==> config.mk <==
export PLATFORM = sky130hd
export DESIGN_NAME = trig_slope_level
export DESIGN_NICKNAME = d
export VERILOG_FILES = /design/src/rtl/trig_pkg.sv /design/src/rtl/trig_smoother.sv /design/src/rtl/trig_level_gate.sv /design/src/rtl/trig_slope_level.sv
export SDC_FILE = /design/constraint.sdc
export NUM_CORES = 1
export LEC_CHECK = 0
export BUFFER_PORTS_ARGS = -buffer_cell sky130_fd_sc_hd__buf_2
export CAP_MARGIN = 20
export CELL_PAD_IN_SITES_DETAIL_PLACEMENT = 1
export CELL_PAD_IN_SITES_GLOBAL_PLACEMENT = 1
export CORE_UTILIZATION = 43
export CTS_BUF_LIST = sky130_fd_sc_hd__clkbuf_4
export CTS_CLUSTER_DIAMETER = 80
export CTS_CLUSTER_SIZE = 16
export DETAILED_ROUTE_END_ITERATION = 16
export MAX_ROUTING_LAYER = met4
export PLACE_DENSITY_LB_ADDON = 0.1
export REMOVE_ABC_BUFFERS = 1
export SYNTH_ARGS = -nofsm -noshare
export SYNTH_HDL_FRONTEND = slang
export SYNTH_HIERARCHICAL = 1
export SYNTH_SLANG_ARGS = --single-unit
==> constraint.sdc <==
create_clock -name clk -period 14.95 [get_ports clk]
set_clock_uncertainty 0.15 [all_clocks]
set_input_delay 0.7475 -clock clk [delete_from_list [all_inputs] [get_ports clk]]
set_output_delay 0.7475 -clock clk [all_outputs]
set_load 0.05 [all_outputs]
==> src/rtl/trig_pkg.sv <==
package trig_pkg;

    localparam int SMP_W   = 12;
    localparam int GUARD_W = 4;
    localparam int FILT_W  = SMP_W + GUARD_W;
    localparam int SLOPE_W = FILT_W + 1;
    localparam int TAPS    = 5;
    localparam int LAG     = 4;
    localparam int WARMUP  = 8;

    typedef logic signed [SMP_W-1:0]   smp_t;
    typedef logic signed [FILT_W-1:0]  filt_t;
    typedef logic signed [SLOPE_W-1:0] slope_t;

    typedef enum logic {
        CH_A = 1'b0,
        CH_B = 1'b1
    } chan_e;

    typedef struct packed {
        logic vld;
        smp_t val;
    } smp_beat_t;

    // triangular kernel: 1,2,3,2,1 for five taps
    function automatic int kern_weight(input int idx);
        return (idx + 1 < TAPS - idx) ? idx + 1 : TAPS - idx;
    endfunction

endpackage

==> src/rtl/trig_smoother.sv <==
module trig_smoother
    import trig_pkg::*;
(
    input  logic      clk,
    input  logic      rst,
    input  smp_beat_t beat,
    output smp_t      prev_smp,
    output logic      slope_now,
    output logic      slope_up
);

    localparam int CNT_W = $clog2(WARMUP);
    localparam logic [CNT_W-1:0] CNT_TOP = CNT_W'(WARMUP - 1);

    smp_t             hist  [TAPS-1];
    filt_t            fhist [LAG];
    logic [CNT_W-1:0] seen_q;

    smp_t   taps [TAPS];
    filt_t  filt_now;
    slope_t diff;

    always_comb begin
        taps[0] = beat.val;
        for (int i = 1; i < TAPS; i++) begin
            taps[i] = hist[i-1];
        end
    end

    always_comb begin
        filt_now = '0;
        for (int i = 0; i < TAPS; i++) begin
            filt_now = filt_now + filt_t'(taps[i]) * filt_t'(kern_weight(i));
        end
    end

    assign diff      = slope_t'(filt_now) - slope_t'(fhist[LAG-1]);
    assign slope_now = (seen_q == CNT_TOP) && (diff > slope_t'(0));
    assign prev_smp  = hist[0];

    always_ff @(posedge clk) begin
        if (rst) begin
            for (int i = 0; i < TAPS - 1; i++) hist[i] <= '0;
            for (int i = 0; i < LAG; i++)      fhist[i] <= '0;
            seen_q   <= '0;
            slope_up <= 1'b0;
        end else if (beat.vld) begin
            hist[0] <= beat.val;
            for (int i = 1; i < TAPS - 1; i++) hist[i] <= hist[i-1];
            fhist[0] <= filt_now;
            for (int i = 1; i < LAG; i++)      fhist[i] <= fhist[i-1];
            if (seen_q != CNT_TOP) seen_q <= seen_q + 1'b1;
            slope_up <= slope_now;
        end
    end

endmodule

==> src/rtl/trig_level_gate.sv <==
module trig_level_gate
    import trig_pkg::*;
#(
    parameter int HOLDOFF = 16
) (
    input  logic      clk,
    input  logic      rst,
    input  smp_beat_t beat,
    input  smp_t      prev_smp,
    input  smp_t      level,
    input  logic      enable,
    input  logic      slope_now,
    output logic      trig
);

    logic crossed;
    logic hold_ok;
    logic fire;

    assign crossed = (prev_smp < level) && (beat.val >= level);
    assign fire    = beat.vld && enable && crossed && slope_now && hold_ok;

    generate
        if (HOLDOFF == 0) begin : g_nohold
            assign hold_ok = 1'b1;
        end else begin : g_hold
            localparam int HOLD_W = $clog2(HOLDOFF + 1);
            localparam logic [HOLD_W-1:0] HOLD_MAX = HOLD_W'(HOLDOFF);
            logic [HOLD_W-1:0] hold_q;

            assign hold_ok = (hold_q == HOLD_MAX);

            always_ff @(posedge clk) begin
                if (rst) begin
                    hold_q <= HOLD_MAX;
                end else if (fire) begin
                    hold_q <= '0;
                end else if (hold_q != HOLD_MAX) begin
                    hold_q <= hold_q + 1'b1;
                end
            end
        end
    endgenerate

    always_ff @(posedge clk) begin
        if (rst) trig <= 1'b0;
        else     trig <= fire;
    end

endmodule

==> src/rtl/trig_slope_level.sv <==
module trig_slope_level
    import trig_pkg::*;
#(
    parameter int HOLDOFF = 16
) (
    input  logic                    clk,
    input  logic                    rst,
    input  logic signed [SMP_W-1:0] smp_a,
    input  logic signed [SMP_W-1:0] smp_b,
    input  logic                    smp_vld,
    input  logic                    chan_sel,
    input  logic                    trig_en,
    input  logic signed [SMP_W-1:0] trig_level,
    output logic                    trig_pulse,
    output logic                    slope_rising
);

    smp_beat_t sel_beat;
    smp_t      prev_smp;
    logic      slope_now;

    always_comb begin
        sel_beat.vld = smp_vld;
        sel_beat.val = (chan_e'(chan_sel) == CH_B) ? smp_b : smp_a;
    end

    trig_smoother u_smooth (
        .clk       (clk),
        .rst       (rst),
        .beat      (sel_beat),
        .prev_smp  (prev_smp),
        .slope_now (slope_now),
        .slope_up  (slope_rising)
    );

    trig_level_gate #(
        .HOLDOFF (HOLDOFF)
    ) u_gate (
        .clk       (clk),
        .rst       (rst),
        .beat      (sel_beat),
        .prev_smp  (prev_smp),
        .level     (trig_level),
        .enable    (trig_en),
        .slope_now (slope_now),
        .trig      (trig_pulse)
    );

endmodule

==> flow_summary.ini <==
[status]
status = finished, final reports clean

[synthesis]
yosysUniqueCellTypes = 62
synth_ff_type = edfxtp_1
yosys.area.top_type_share_pct = 40.6
synth_area_um2 = 8280
synth-edff-count = 112
yosys.area.top_type = edfxtp_1
ys_ff_latch = 122
async_flop_share_pct = 0
yosys_warnings = 6
yosysSeqAreaShare_pct = 43.0
synth_area_leaders = edfxtp_1 (41%), fa_1 (12%), ha_1 (11%)
syn_inst = 720
avgSynthCellArea_um2 = 11.5

[global_routing]
busiest_layer = met2
grt_max_degree = 104
grt_pass1_wl_mm = 27.3
grt_use_met2_pct = 31.1
track_usage_pct = 18.5
antenna_found_initial = 1
grt_pass1_vias = 5578
grt-ovfl-total = 0
use_met3_pct = 3.67
met1_usage_pct = 22.5

[clock_network]
htree_levels = 4
root_buffer = clkbuf_4
clock_insertion_delay_worst_skew_ps = 530
cts_made_buffers = 17
clockBufferDepth = 2
cts_setup_buffers = 0
clk_pin_slew_ps = 110
cts.sinks = 122
cts_tree = done
cts_resized = 0
cts_hold_buf = 0

[layout]
fin_util_pct = 48.0
final_common_cell = inv_1
final-seq-area_um2 = 3560
fin_nets = 934
final_cell_mix = inv_1 (115), edfxtp_1 (112), and2_1 (104)
areaGrowthSynthToFinish_pct = 8.70
n_fill_cell = 2064
multi_input_area_um2 = 4220
drive_gt1_share_pct = 12.2

[sta]
setup_tns_ps = 0
worstMarginPinSlew_ps = 878
timing.hold.ws_ps = 347
relSlewSlack_pct = 41.4
max_freq_mhz = 130
fin_crit_ps = 7710
finalHoldViolCount = 0
rsz0062_at_grt = false
drv_slew = 0
period_share_pct = 51.6
setup_viol = 0
setup_ws_ps = 7240

[floorplanning]
fp.coreArea_um2 = 18800
dieArea_um2 = 19800
chipWidth_um = 141
die_y_um = 141
start_util_pct = 44.1
rows = 50
io_pins = 43

[critical_path]
cpMostUsedCell = fa_1
arrival_ps = 7990
required_ps = 15230
cp-end-kind = flop
cp_slowest_stage_delay_ps = 560
path_class = in -> reg
cp-start-kind = input pin
crit_slowest_cell = fa_1
crit_family = adder cells
cp_max_fo = 12
crit_buf_inv = 3

[power_and_ir_drop]
ir_drop_mv = 0.101
power.density_nw_per_um2 = 220
p_leak_nw = 4.08

[worst_hold_path]
hp-class = reg -> reg

[route]
drt_iter0_drc = 186
ant_nets = 0
wl_mm = 16.4
dr.pass1.iters = 4
vias = 5158
via_per_inst = 5.08
wl_per_cell_um = 16.1
drc = 0

[placed_design]
dp_slack_ps = 6670
gp_congestion = 0.872
portBuffers = 42
dpl.hpwl_mm = 12.3

[job]
drv_cap = 0
Yosys cell counts, drive strengths merged (13+ instances only):
master    n
clkbuf   13
nand2    16
ha       75
xnor2    17
nor3     15
inv     116
edfxtp  112
a21oi    27
fa       50
o21ai    15
and2    104
nor2     30
logic make-up (layout without fill, tap and decap cells):
kind of cell,Yosys count,count (layout),share of synthesized area (%)
DFF,122,122,43.0
AOI/OAI and AO/OA,89,89,7.52
other,0,1,0
muxes,20,20,3.05
and+or+nand+nor,210,210,14.4
adders and majority gates,125,125,23.4
xor gates and xnor gates,23,23,2.43
buffers and inverters,131,192,6.12
registers in the layout, indices dropped and copies added (netlist names):
name,count
u_gate/g_hold.hold_q,5
u_gate/trig,1
u_smooth/fhist,64
u_smooth/hist,48
u_smooth/seen_q,3
u_smooth/slope_up,1
cell type report:
type,instances,share of cell area (%)
diodes,1,0.0278
clock buffers,21,1.75
clock inverters,11,1.15
inverters,116,4.86
multi-input cells,467,46.9
flip-flops and latches,122,39.6
well taps,234,3.25
repair buffers,44,2.50
final timing paths:
check / start / endpoint / slack (ps) / cells past startpoint
min reg2reg: u_smooth/slope_up / u_smooth/slope_up / 350 / 1
max: chan_sel / u_gate/trig / 7240 / 26
max reg2reg: u_smooth/hist[0][1] / u_gate/trig / 7650 / 28
min: u_smooth/slope_up / u_smooth/slope_up / 350 / 1
stage by stage:
step	std cells	total power (W)	cell area, um2
after floorplan	705	0.00146	8210
after global placement	983	0.00170	8740
after detailed placement	983	0.00176	8740
after CTS	1015	0.00200	9000
after global routing	1016	0.00216	9000
final	1016	0.00198	9000
worst reg2reg max path: cells and delay by family (launching register included):
family,cells,cell delay [ps]
adder cells (fa/ha/maj),7,2940
XOR/XNOR,1,140
flip-flops,1,470
AND/OR/NAND/NOR,9,1970
AO/OA/AOI/OAI,6,1210
buffers and inverters,5,300
power by group:
| group | internal [W] | total (W) | switching, W |
|---|---|---|---|
| logic | 0.000558 | 0.00132 | 0.000758 |
| clock network | 0.000104 | 0.000226 | 0.000123 |
| registers | 0.000420 | 0.000434 | 0.0000137 |
routing by layer:
layer | vias up | wire length [um]
li1 | 2547 | -
met1 | 2534 | 7690
met2 | 62 | 8090
met3 | 15 | 386
met4 | 0 | 186
met5 | - | 0
Note: power is estimated with default switching activity, not from simulation.
